--- src/rtl/blk_sync_pkg.sv ---
package blk_sync_pkg;
  // header classification handed from datapath to control
  typedef struct packed {
    logic present;
    logic hdrOk;
  } hdrInfo_t;

  // registered decisions handed from control back to datapath
  typedef struct packed {
    logic slip;
    logic lock;
  } syncStrobe_t;
endpackage

--- src/rtl/blk_sync_datapath.sv ---
module blk_sync_datapath
  import blk_sync_pkg::*;
#(
  parameter int BLOCK_W = 66,
  parameter int HDR_W   = 2
) (
  input  logic               clk,
  input  logic               rstN,
  input  logic [BLOCK_W-1:0] rxBlock,
  input  logic               rxValid,
  input  syncStrobe_t        strobe,
  output hdrInfo_t           hdr,
  output logic [BLOCK_W-1:0] blkOut,
  output logic               blkValid,
  output logic               hdrValid,
  output logic               slip,
  output logic               blockLock
);
  localparam logic [HDR_W-1:0] HDR_ZERO = '0;
  localparam logic [HDR_W-1:0] HDR_ONES = '1;

  logic [HDR_W-1:0] hdrField;
  logic             hdrLegal;

  // a legal header is one that carries a transition
  assign hdrField = rxBlock[HDR_W-1:0];
  assign hdrLegal = (hdrField != HDR_ZERO) && (hdrField != HDR_ONES);

  assign hdr.present = rxValid;
  assign hdr.hdrOk   = hdrLegal;

  always_ff @(posedge clk or negedge rstN) begin
    if (!rstN) begin
      blkOut   <= '0;
      blkValid <= 1'b0;
      hdrValid <= 1'b0;
    end else begin
      blkOut   <= rxBlock;
      blkValid <= rxValid;
      hdrValid <= hdrLegal;
    end
  end

  assign slip      = strobe.slip;
  assign blockLock = strobe.lock;

  // word forwarded one cycle later
  assert_forward_R2: assert property (@(posedge clk) disable iff (!rstN)
    rxValid |=> (blkValid && blkOut == $past(rxBlock)));

  // no valid input means no valid output next cycle
  assert_idle_out_R8: assert property (@(posedge clk) disable iff (!rstN)
    !rxValid |=> !blkValid);
endmodule

--- src/rtl/blk_sync_ctrl.sv ---
module blk_sync_ctrl
  import blk_sync_pkg::*;
#(
  parameter int LOCK_CNT    = 64,
  parameter int WIN_LEN     = 64,
  parameter int BAD_LIM     = 16,
  parameter int SETTLE_BLKS = 4
) (
  input  logic        clk,
  input  logic        rstN,
  input  hdrInfo_t    hdr,
  output syncStrobe_t strobe
);
  localparam int GW = $clog2(LOCK_CNT + 1);
  localparam int WW = $clog2(WIN_LEN + 1);
  localparam int BW = $clog2(BAD_LIM + 1);
  localparam int SW = $clog2(SETTLE_BLKS + 1);
  localparam logic [GW-1:0] GOOD_LAST   = GW'(LOCK_CNT - 1);
  localparam logic [WW-1:0] WIN_LAST    = WW'(WIN_LEN - 1);
  localparam logic [BW-1:0] BAD_LAST    = BW'(BAD_LIM - 1);
  localparam logic [SW-1:0] SETTLE_INIT = SW'(SETTLE_BLKS);

  logic [GW-1:0] goodCnt, goodN;
  logic [WW-1:0] winCnt, winN;
  logic [BW-1:0] badCnt, badN;
  logic [SW-1:0] settleCnt, settleN;
  logic          lockQ, lockN, slipQ, slipN;

  always_comb begin
    goodN   = goodCnt;
    winN    = winCnt;
    badN    = badCnt;
    settleN = settleCnt;
    lockN   = lockQ;
    slipN   = 1'b0;
    if (hdr.present) begin
      if (settleCnt != '0) begin
        settleN = settleCnt - 1'b1;
      end else if (!lockQ) begin
        if (hdr.hdrOk) begin
          if (goodCnt == GOOD_LAST) begin
            lockN = 1'b1;
            goodN = '0;
            winN  = '0;
            badN  = '0;
          end else begin
            goodN = goodCnt + 1'b1;
          end
        end else begin
          goodN   = '0;
          slipN   = 1'b1;
          settleN = SETTLE_INIT;
        end
      end else begin
        if (!hdr.hdrOk && badCnt == BAD_LAST) begin
          lockN   = 1'b0;
          slipN   = 1'b1;
          settleN = SETTLE_INIT;
          goodN   = '0;
          winN    = '0;
          badN    = '0;
        end else begin
          if (!hdr.hdrOk) badN = badCnt + 1'b1;
          if (winCnt == WIN_LAST) begin
            winN = '0;
            badN = '0;
          end else begin
            winN = winCnt + 1'b1;
          end
        end
      end
    end
  end

  always_ff @(posedge clk or negedge rstN) begin
    if (!rstN) begin
      goodCnt   <= '0;
      winCnt    <= '0;
      badCnt    <= '0;
      settleCnt <= '0;
      lockQ     <= 1'b0;
      slipQ     <= 1'b0;
    end else begin
      goodCnt   <= goodN;
      winCnt    <= winN;
      badCnt    <= badN;
      settleCnt <= settleN;
      lockQ     <= lockN;
      slipQ     <= slipN;
    end
  end

  assign strobe.slip = slipQ;
  assign strobe.lock = lockQ;

  // slip never lasts longer than one cycle
  assert_slip_pulse_R3: assert property (@(posedge clk) disable iff (!rstN)
    slipQ |=> !slipQ);

  // settling only happens while unlocked
  assert_settle_unlocked_R4: assert property (@(posedge clk) disable iff (!rstN)
    (settleCnt != '0) |-> !lockQ);

  // lock only follows a full run of legal headers
  assert_lock_after_run_R5: assert property (@(posedge clk) disable iff (!rstN)
    $rose(lockQ) |-> ($past(goodCnt) == GOOD_LAST && $past(hdr.hdrOk)));

  // losing lock always comes with a slip
  assert_drop_slips_R6: assert property (@(posedge clk) disable iff (!rstN)
    $fell(lockQ) |-> slipQ);

  // the error count never reaches the limit as stored state
  assert_bad_bound_R6: assert property (@(posedge clk) disable iff (!rstN)
    badCnt <= BAD_LAST);

  // idle cycles change no decision state
  assert_idle_hold_R8: assert property (@(posedge clk) disable iff (!rstN)
    !hdr.present |=> ($stable(goodCnt) && $stable(lockQ) && !slipQ));
endmodule

--- src/rtl/blk_sync.sv ---
module blk_sync
  import blk_sync_pkg::*;
#(
  parameter int BLOCK_W     = 66,
  parameter int HDR_W       = 2,
  parameter int LOCK_CNT    = 64,
  parameter int WIN_LEN     = 64,
  parameter int BAD_LIM     = 16,
  parameter int SETTLE_BLKS = 4
) (
  input  logic               clk,
  input  logic               rstN,
  input  logic [BLOCK_W-1:0] rxBlock,
  input  logic               rxValid,
  output logic               slip,
  output logic               blockLock,
  output logic [BLOCK_W-1:0] blkOut,
  output logic               blkValid,
  output logic               hdrValid
);
  hdrInfo_t    hdr;
  syncStrobe_t strobe;

  blk_sync_datapath #(
    .BLOCK_W(BLOCK_W),
    .HDR_W  (HDR_W)
  ) u_datapath (
    .clk      (clk),
    .rstN     (rstN),
    .rxBlock  (rxBlock),
    .rxValid  (rxValid),
    .strobe   (strobe),
    .hdr      (hdr),
    .blkOut   (blkOut),
    .blkValid (blkValid),
    .hdrValid (hdrValid),
    .slip     (slip),
    .blockLock(blockLock)
  );

  blk_sync_ctrl #(
    .LOCK_CNT   (LOCK_CNT),
    .WIN_LEN    (WIN_LEN),
    .BAD_LIM    (BAD_LIM),
    .SETTLE_BLKS(SETTLE_BLKS)
  ) u_ctrl (
    .clk   (clk),
    .rstN  (rstN),
    .hdr   (hdr),
    .strobe(strobe)
  );
endmodule

--- config.mk ---
export PLATFORM = sky130hd
export DESIGN_NAME = blk_sync
export DESIGN_NICKNAME = d
export VERILOG_FILES = /design/src/rtl/blk_sync_pkg.sv /design/src/rtl/blk_sync_datapath.sv /design/src/rtl/blk_sync_ctrl.sv /design/src/rtl/blk_sync.sv
export SDC_FILE = /design/constraint.sdc
export NUM_CORES = 1
export LEC_CHECK = 0
export ABC_AREA = 1
export BUFFER_PORTS_ARGS = -buffer_cell sky130_fd_sc_hd__buf_2
export CORE_MARGIN = 3
export CORE_UTILIZATION = 30
export DETAILED_ROUTE_END_ITERATION = 7
export PLACE_DENSITY_LB_ADDON = 0.3
export SETUP_SLACK_MARGIN = 0.02
export SLEW_MARGIN = 40
export SYNTH_ARGS = -nofsm -noshare
export SYNTH_HDL_FRONTEND = slang
export SYNTH_SLANG_ARGS = --single-unit
--- constraint.sdc ---
create_clock -name clk -period 1.9 [get_ports clk]
set_clock_uncertainty 0.15 [all_clocks]
set_input_delay 0.095 -clock clk [delete_from_list [all_inputs] [get_ports clk]]
set_output_delay 0.095 -clock clk [all_outputs]
set_load 0.005 [all_outputs]
Word-level counts from Yosys, hierarchy flattened

Index checks and enable logic that the tools add are counted.

Logic and storage cells: 62
Register bits: 92
Input bits: 69

Bitwise logic cells: 1
Multiplexer cells: 28
$add $sub $neg: 4
Reductions and logical operators: 12
Equal/unequal tests: 8

Operators by type and width:

| operator            | number |
|---|---|
| $mux 7              | 9 |
| $mux 5              | 6 |
| $add 7x1->7 const B | 2 |
| $eq 7x6->1 const B  | 2 |
| $mux 3              | 4 |
| $mux 1              | 9 |
| $reduce_and 3->1    | 2 |
| $reduce_bool 2->1   | 3 |
| $add 5x1->5 const B | 1 |
| $eq 5x4->1 const B  | 1 |
| $reduce_and 5->1    | 1 |
| $ne 2x2->1 const B  | 2 |
| $ne 4x4->1 const B  | 1 |
| $reduce_and 4->1    | 1 |
| $ne 3x1->1 const B  | 1 |
| $ne 3x3->1 const B  | 1 |
| $reduce_bool 3->1   | 1 |
| $sub 3x1->3 const B | 1 |
| $logic_and 1x1->1   | 2 |
| $reduce_and 2->1    | 1 |
| $logic_not 1->1     | 1 |
| $not 1->1           | 1 |

Depth between registers and ports, before layout

Gate-level depths: netlist of run 1.

Word-level depth: 8
Depth in mapped cells: 10

Cells and area by module

From an unflattened synthesis of run 1, not the netlist that was laid out.

Cell total of the unflattened synthesis: 266
Area, all modules: 3154.3 µm²

Modules (own cells, without submodules):

| module            | sequential area each (µm²) | area each (µm²) | cells each | instances |
|---|---|---|---|---|
| blk_sync_datapath | 1701.6                     | 1750.4          | 77         | 1 |
| blk_sync_ctrl     | 600.6                      | 1403.8          | 189        | 1 |

Worst setup path before layout of run 1

OpenSTA, ideal clock, no wires.

Path kind: reg2reg
Start point: register u_ctrl.badCnt[0]
End point: register u_ctrl.badCnt[0]
Period minus slack after synthesis: 1843 ps
Path slack: 57 ps
Library setup time: 123 ps
Cell stages (with the launch flop): 10
Arrival time: 1570 ps
Data required time: 1627 ps
Cell sequence: dfrtp_1 ha_1 and3_1 ha_1 nand3_1 nand2_2 nor2_2 nor2_4 nand2_1 nand2_1

Longest elaborated chain between the ends: 5
Elaborated cells on any way between the ends: 9
Classes of those cells: add/sub: 1; eq/ne: 2; mux: 4; reduce/logical: 2

RTL lines:

| what                   | line                | text |
|---|---|---|
| start, declared        | blk_sync_ctrl.sv:25 | `logic [BW-1:0] badCnt, badN;` |
| start signal, assigned | blk_sync_ctrl.sv:86 | `badCnt <= badN;` |
| $add 5x1->5            | blk_sync_ctrl.sv:63 | `if (!hdr.hdrOk) badN = badCnt + 1'b1;` |
| $mux 5                 | blk_sync_ctrl.sv:63 |  |
| $mux 5                 | blk_sync_ctrl.sv:64 | `if (winCnt == WIN_LAST) begin` |
| $mux 5                 | blk_sync_ctrl.sv:55 | `if (!hdr.hdrOk && badCnt == BAD_LAST) begin` |
| $mux 5                 | blk_sync_ctrl.sv:39 | `end else if (!lockQ) begin` |

Parallel ways exist; a longest one is shown, timed or not. The select of a mux whose other input is x is not followed.
A chain may end at the register's enable or synchronous reset.

Worst setup path in the final report of run 1

Start point: register u_ctrl.badCnt[0]
End point: register u_ctrl.badCnt[2]

Same word-level chain as after synthesis.

==> impl_metrics.ini, run 1 <==
[yosys]
postSynth.asyncResetShare_pct = 100
post-synth-top-area-fraction_pct = 73.2
synth.avg_cell_area_um2 = 12.4
ys_ff_latch = 92
synth_top_flop_cell = dfrtp_1
yosys.area.top_type = dfrtp_1
syn-cell-area_mm2 = 0.00315
yosysWarnings = 0
synth_area_leaders = dfrtp_1 73%, nand2_1 6.4%, inv_1 2.1%
yosysSeqAreaShare_pct = 73.2
ys_types = 29
synthCells = 253
syn_nets = 326
synth_edf_count = 0

[layout]
syn_to_final_growth_pct = 60.1
post-route-util_pct = 50.4
layoutNonFillerInstCount = 619
seqCellArea_mm2 = 0.00230
multi_input_area_um2 = 791
final_cell_mix = 137 x buf_2, 92 x dfrtp_1, 69 x dlygate4sd3_1
nets = 553
fill_cells = 870
drive_gt1_share_pct = 40.0
final_common_cell = buf_2

[placed_design]
port_buffers = 138
dp_cells = 527
gp_congestion = 0.814
dp_hpwl_um = 5810

[sta]
tns_ns = 0
min_period_ns = 1.77
maxSlewViolCount = 0
min_period_over_period_pct = 93.2
final_hold_viol_count = 0
rsz0062_at_grt = no
setup_viol = 0
slew_headroom_pct = 65.0
worst_pin_slew_ns = 0.524
fmax_ghz = 0.565

[drt]
route.met2.wl_um = 4470
top_layer = met4
drt_iter0_drc = 111
drtAntennaViolNets = 0
wl_per_cell_um = 14.1
drt_first_pass_iters = 4
wl_met3_um = 748
viasPerCell = 4.24
vias = 2625
met1Wirelength_um = 3160
drc = 0
routed_wl_um = 8700

[die]
start_util_pct = 31.5
num_io_pins = 139
die_w_um = 108
die_h_um = 108
core_mm2 = 0.0100
die-area_mm2 = 0.0117
fp-row-count = 36

[worst_setup_path]
reg2regPathDepth = 9
crit_arrival_ns = 1.87
start_kind = flip-flop
reg2reg_from = u_ctrl.badCnt[0]
cp-startpoint = u_ctrl.badCnt[0]
cp-end-kind = flip-flop
required_ns = 2.00
critPathKind = reg -> reg
rr_endpoint = u_ctrl.badCnt[2]
critPathMaxFanout = 6
r2r_slack_ns = 0.13

[clock_network]
htree_levels = 3
cts_tree = built
cts_inserted_buffers = 9
clkLatencyLatePin_ns = 0.36
cts.path.max_buffers = 2
cts_sinks = 92
cts.reportedPaths.clkPinSlew_ns = 0.10
clockRootBuffer = clkbuf_8

[power]
powerDensity_mw_per_mm2 = 983
leakagePower_nw = 2.56
ir_worst_vdd_v = 0.000377

[status]
status = complete, no violations

[global_routing]
grt_pass1_vias = 2742
overflow = 0
antenna_found_initial = 0
track_usage_pct = 15.2
grt_pass1_wl_um = 13500
grt_max_degree = 55

[flow_run]
max_cap_viol_count = 0

[hold_path]
min_path_type = in -> async
[synth_stat cells, types with 3 or more instances]
cell and instances:
dfrtp_1 92, xor2_1 3, nand2_1 54, nand4_1 5, o21ai_0 12, nor2_1 17, ha_1 4, inv_2 4
o21ai_2 4, nand2_2 3, inv_1 18, nand3_1 13
[logic make-up after synthesis]
logic type | count (synthesis) | share of synthesized area [%]
and+or+nand+nor | 104 | 16.1
xor gates and xnor gates | 4 | 1.11
AOI/OAI and AO/OA | 26 | 5.05
adders and majority gates | 4 | 1.59
buffers and inverters | 23 | 2.98
DFF | 92 | 73.2
[critical path, stage by stage (launching register included)]
cell and delay (ns):
dfrtp_1 0.40, ha_2 0.20, and3_1 0.18, ha_2 0.19
nand3_2 0.10, nand2_4 0.09, nor2_4 0.18, nor2_4 0.07
nand2_1 0.06, nand2_1 0.05
[cell type report]
type                            count  area share [%]
Tap cell                          133            3.31
Timing Repair Buffer              217            29.5
Sequential cell                    92            45.7
Clock buffer                        9            2.46
Clock inverter                      7            1.64
Inverter                           22            1.64
Antenna cell                        1          0.0497
Multi-Input combinational cell    138            15.7
[stage by stage]
step	setup WS [ns]	total power, W	hold slack (ns)	cell area (um2)
after CTS	0.0209	0.00489	0.120	4960
after global placement	0.00914	0.00335	-0.203	4040
after global routing	0.00962	0.00530	0.162	5030
after floorplan	0.0568	0.00300	-0.351	3150
after detailed placement	-0.0459	0.00337	-0.201	4040
final	0.129	0.00495	0.143	5030
[report_power, final]
part	switching, W	internal, W
clock network	0.000726	0.000631
logic	0.000662	0.000573
registers	0.000184	0.00217
[worst max path at each step]
| stage | cells past startpoint | slack, ns | end |
|---|---|---|---|
| CTS | 8 | 0.02 | u_ctrl.goodCnt[6] |
| global placement | 9 | 0.009 | u_ctrl.badCnt[0] |
| floorplan | 9 | 0.06 | u_ctrl.badCnt[0] |
| finish | 9 | 0.13 | u_ctrl.badCnt[2] |
| detailed placement | 9 | -0.05 | u_ctrl.badCnt[1] |
| global route | 10 | 0.01 | u_ctrl.goodCnt[5] |
[flip-flops by register name, indices dropped and copies added, names as in the netlist]
name / cells
u_datapath.blkOut: 66
u_ctrl.slipQ: 1
u_datapath.hdrValid: 1
u_ctrl.settleCnt: 3
u_ctrl.badCnt: 5
u_datapath.blkValid: 1
u_ctrl.goodCnt: 7
u_ctrl.lockQ: 1
u_ctrl.winCnt: 7
[metal layers]
metal	global-route usage, %	up-vias
met5	0	-
met4	9.47	0
met3	4.36	26
met2	26.7	102
met1	16.0	1233
li1	-	1264
[timing repair]
| item | in CTS | in global routing |
|---|---|---|
| hold endpoints to repair | 161 | 0 |
| pin swaps | 1 | 1 |
| hold buffers | 69 | 0 |
| buffers inserted | 2 | 4 |
| endpoints found under the setup margin | 7 | 19 |
| gates resized for setup | 4 | 11 |
| gates cloned | 0 | 0 |
(Power assumes the default switching activity.)
==> run 2, diff against run 1 <==
--- a/config.mk
+++ b/config.mk
@@ -5,10 +5,10 @@
 export SDC_FILE = /design/constraint.sdc
 export NUM_CORES = 1
 export LEC_CHECK = 0
-export ABC_AREA = 1
 export BUFFER_PORTS_ARGS = -buffer_cell sky130_fd_sc_hd__buf_2
 export CORE_MARGIN = 3
 export CORE_UTILIZATION = 30
+export CTS_CLUSTER_SIZE = 28
 export DETAILED_ROUTE_END_ITERATION = 7
 export PLACE_DENSITY_LB_ADDON = 0.3
 export SETUP_SLACK_MARGIN = 0.02
==> impl_metrics.ini, run 2 <==
[status]
status = complete, but fails checks
violations = negative setup slack

[worst_setup_path]
critPathMaxFanout = 5
max_stage_delay_ns = 0.49
crit_arrival_ns = 2.09
reg2reg_from = u_ctrl.badCnt[1]
r2r_slack_ns = -0.05
cp-end-kind = flip-flop
rr_endpoint = u_ctrl.goodCnt[5]
crit_chain = ha_2 -> and3_4 -> ha_4 -> a21boi_4 -> buf_6 -> or4_1 -> a21oi_1
required_ns = 2.03
reg2regPathDepth = 7
critical_path.top_delay_family = simple AND/OR/NAND/NOR gates
start_kind = flip-flop
critPathKind = reg -> reg
path_buf_inv = 1
worst_path_max_delay_cell = or4_1

[layout]
largest_reg_flops = 66
drive_gt1_share_pct = 46.6
top_register = u_datapath.blkOut
diodes = 0
nets = 521
final_common_cell = buf_2
final_cell_mix = 137 x buf_2, 91 x dfrtp_1, 68 x dlygate4sd3_1
layoutNonFillerInstCount = 582
fill_cells = 798
top_regs = u_datapath.blkOut x66, u_ctrl.goodCnt x7, u_ctrl.winCnt x7
syn_to_final_growth_pct = 70.8

[yosys]
synth.avg_cell_area_um2 = 14.7
ys_ff_latch = 92
synth_edf_count = 0
ys_types = 41
yosys.area.top_type = dfrtp_1
synth.most_common_cell = dfrtp_1
synthCells = 204
yosysWarnings = 0
synth_top_cells_by_count = 92 x dfrtp_1, 11 x o21ai_0, 8 x nand2_1, 8 x nor2_1
synth_area_leaders = dfrtp_1 77%, o21ai_0 1.8%, ha_1 1.7%
syn-cell-area_mm2 = 0.00300
yosysSeqAreaShare_pct = 76.6
syn_nets = 277
postSynth.asyncResetShare_pct = 100
synth_top_flop_cell = dfrtp_1
post-synth-top-area-fraction_pct = 76.6

[sta]
slew_headroom_pct = 62.1
worst_pin_slew_ns = 0.568
final_hold_viol_count = 0
rsz0062_at_grt = yes
min_period_over_period_pct = 103
fin_ws_ns = -0.0536
fmax_ghz = 0.512
maxSlewViolCount = 0
min_period_ns = 1.95
setup_viol = 2

[drt]
drtAntennaViolNets = 0
top_layer = met4
viasPerCell = 4.41
vias = 2566
routed_wl_um = 8290
drc = 0
wl_met3_um = 419
drt_iter0_drc = 90
drt_first_pass_iters = 4
route.met2.wl_um = 4300
met1Wirelength_um = 3330
wl_per_cell_um = 14.2

[die]
start_util_pct = 31.6
num_io_pins = 139
die_w_um = 106
fp-row-count = 35
core_mm2 = 0.00950
die_h_um = 106
die-area_mm2 = 0.0113

[placed_design]
dp_cells = 488
gp_congestion = 0.765
port_buffers = 138
dp_hpwl_um = 5020
dpl_worst_slack_ns = -0.0414

[clock_network]
cts_tree = built
cts_sinks = 92
clockRootBuffer = clkbuf_8
cts.path.max_buffers = 2
clkLatencyLatePin_ns = 0.36
cts.reportedPaths.clkPinSlew_ns = 0.09
cts_inserted_buffers = 9
htree_levels = 3

[global_routing]
overflow = 0
grt_pass1_vias = 2603
track_usage_pct = 14.3
grt_pass1_wl_um = 12500
grt_max_degree = 43
antenna_found_initial = 0

[flow_run]
max_cap_viol_count = 0

[power]
leakagePower_nw = 2.46
p_total_w = 0.00420
ir_worst_vdd_v = 0.000478
powerDensity_mw_per_mm2 = 819

[hold_path]
min_path_type = in -> async
run 2: cell count changes in the layout (fill, tap and decap cells not counted), sizes merged, moves of 7 or more:
cell,before,now
buf,148,170
nand2,59,8
nand3,15,5
o21ai,18,11
nor2,22,8
inv,26,10
run 2: how the worst max path moves through the flow:
stage | from | end | cells after the start
after floorplan | u_ctrl.winCnt[0] | u_ctrl.winCnt[5] | 6
after global placement | u_ctrl.badCnt[0] | u_ctrl.goodCnt[5] | 7
after detailed placement | u_ctrl.badCnt[0] | u_ctrl.goodCnt[5] | 7
after CTS | u_ctrl.badCnt[0] | u_ctrl.goodCnt[5] | 7
after global routing | u_ctrl.settleCnt[0] | u_ctrl.goodCnt[5] | 5
final | u_ctrl.badCnt[1] | u_ctrl.goodCnt[5] | 7
run 2: cell families after synthesis:
logic type               Yosys count  share of synthesized area [%]
flip-flops                        92                           76.6
AND/OR/NAND/NOR                   52                           9.91
AO/OA/AOI/OAI                     41                           8.91
buffers and inverters             13                           2.00
adder cells (fa/ha/maj)            4                           1.67
XOR/XNOR                           1                          0.542
multiplexers                       1                          0.333
run 2: final cells by class:
type	instances	area (um2)	share of cell area, %
repair buffers	238	1650	32.2
inverters	7	26.3	0.512
flip-flops and latches	92	2300	44.9
multi-input cells	100	778	15.2
clock buffers	9	124	2.41
well taps	129	161	3.14
clock inverters	7	88.8	1.73
run 2: metal layers:
metal / vias up / global-route usage [%]
met5: - / 0
met4: 0 / 6.85
met3: 22 / 3.64
met2: 98 / 25.4
met1: 1233 / 16.0
li1: 1213 / -
run 2: where the power goes:
part           internal, W  switching (W)  total (W)
clock             0.000635       0.000734    0.00137
sequential         0.00209      0.0000948    0.00218
combinational     0.000361       0.000291   0.000651
total              0.00309        0.00112    0.00420
run 2: what timing repair did:
action                     CTS  global route
hold endpoints to repair   129             0
setup endpoints to repair    5            18
gates cloned                 1             1
setup buffers                3             5
pin swaps                    4             5
hold buffers                68             0
resized for setup            4            23
run 2: stage by stage:
step	setup TNS [ns]	utilization, %	hold WS (ns)	instance area [um2]
after floorplan	0	-	-0.351	3040
after global placement	0	42.5	-0.0177	4040
after detailed placement	-0.0722	42.5	-0.0151	4040
after CTS	0	52.4	0.0661	4980
after global routing	-0.495	54.0	0.125	5130
final	-0.0715	54.0	0.116	5130
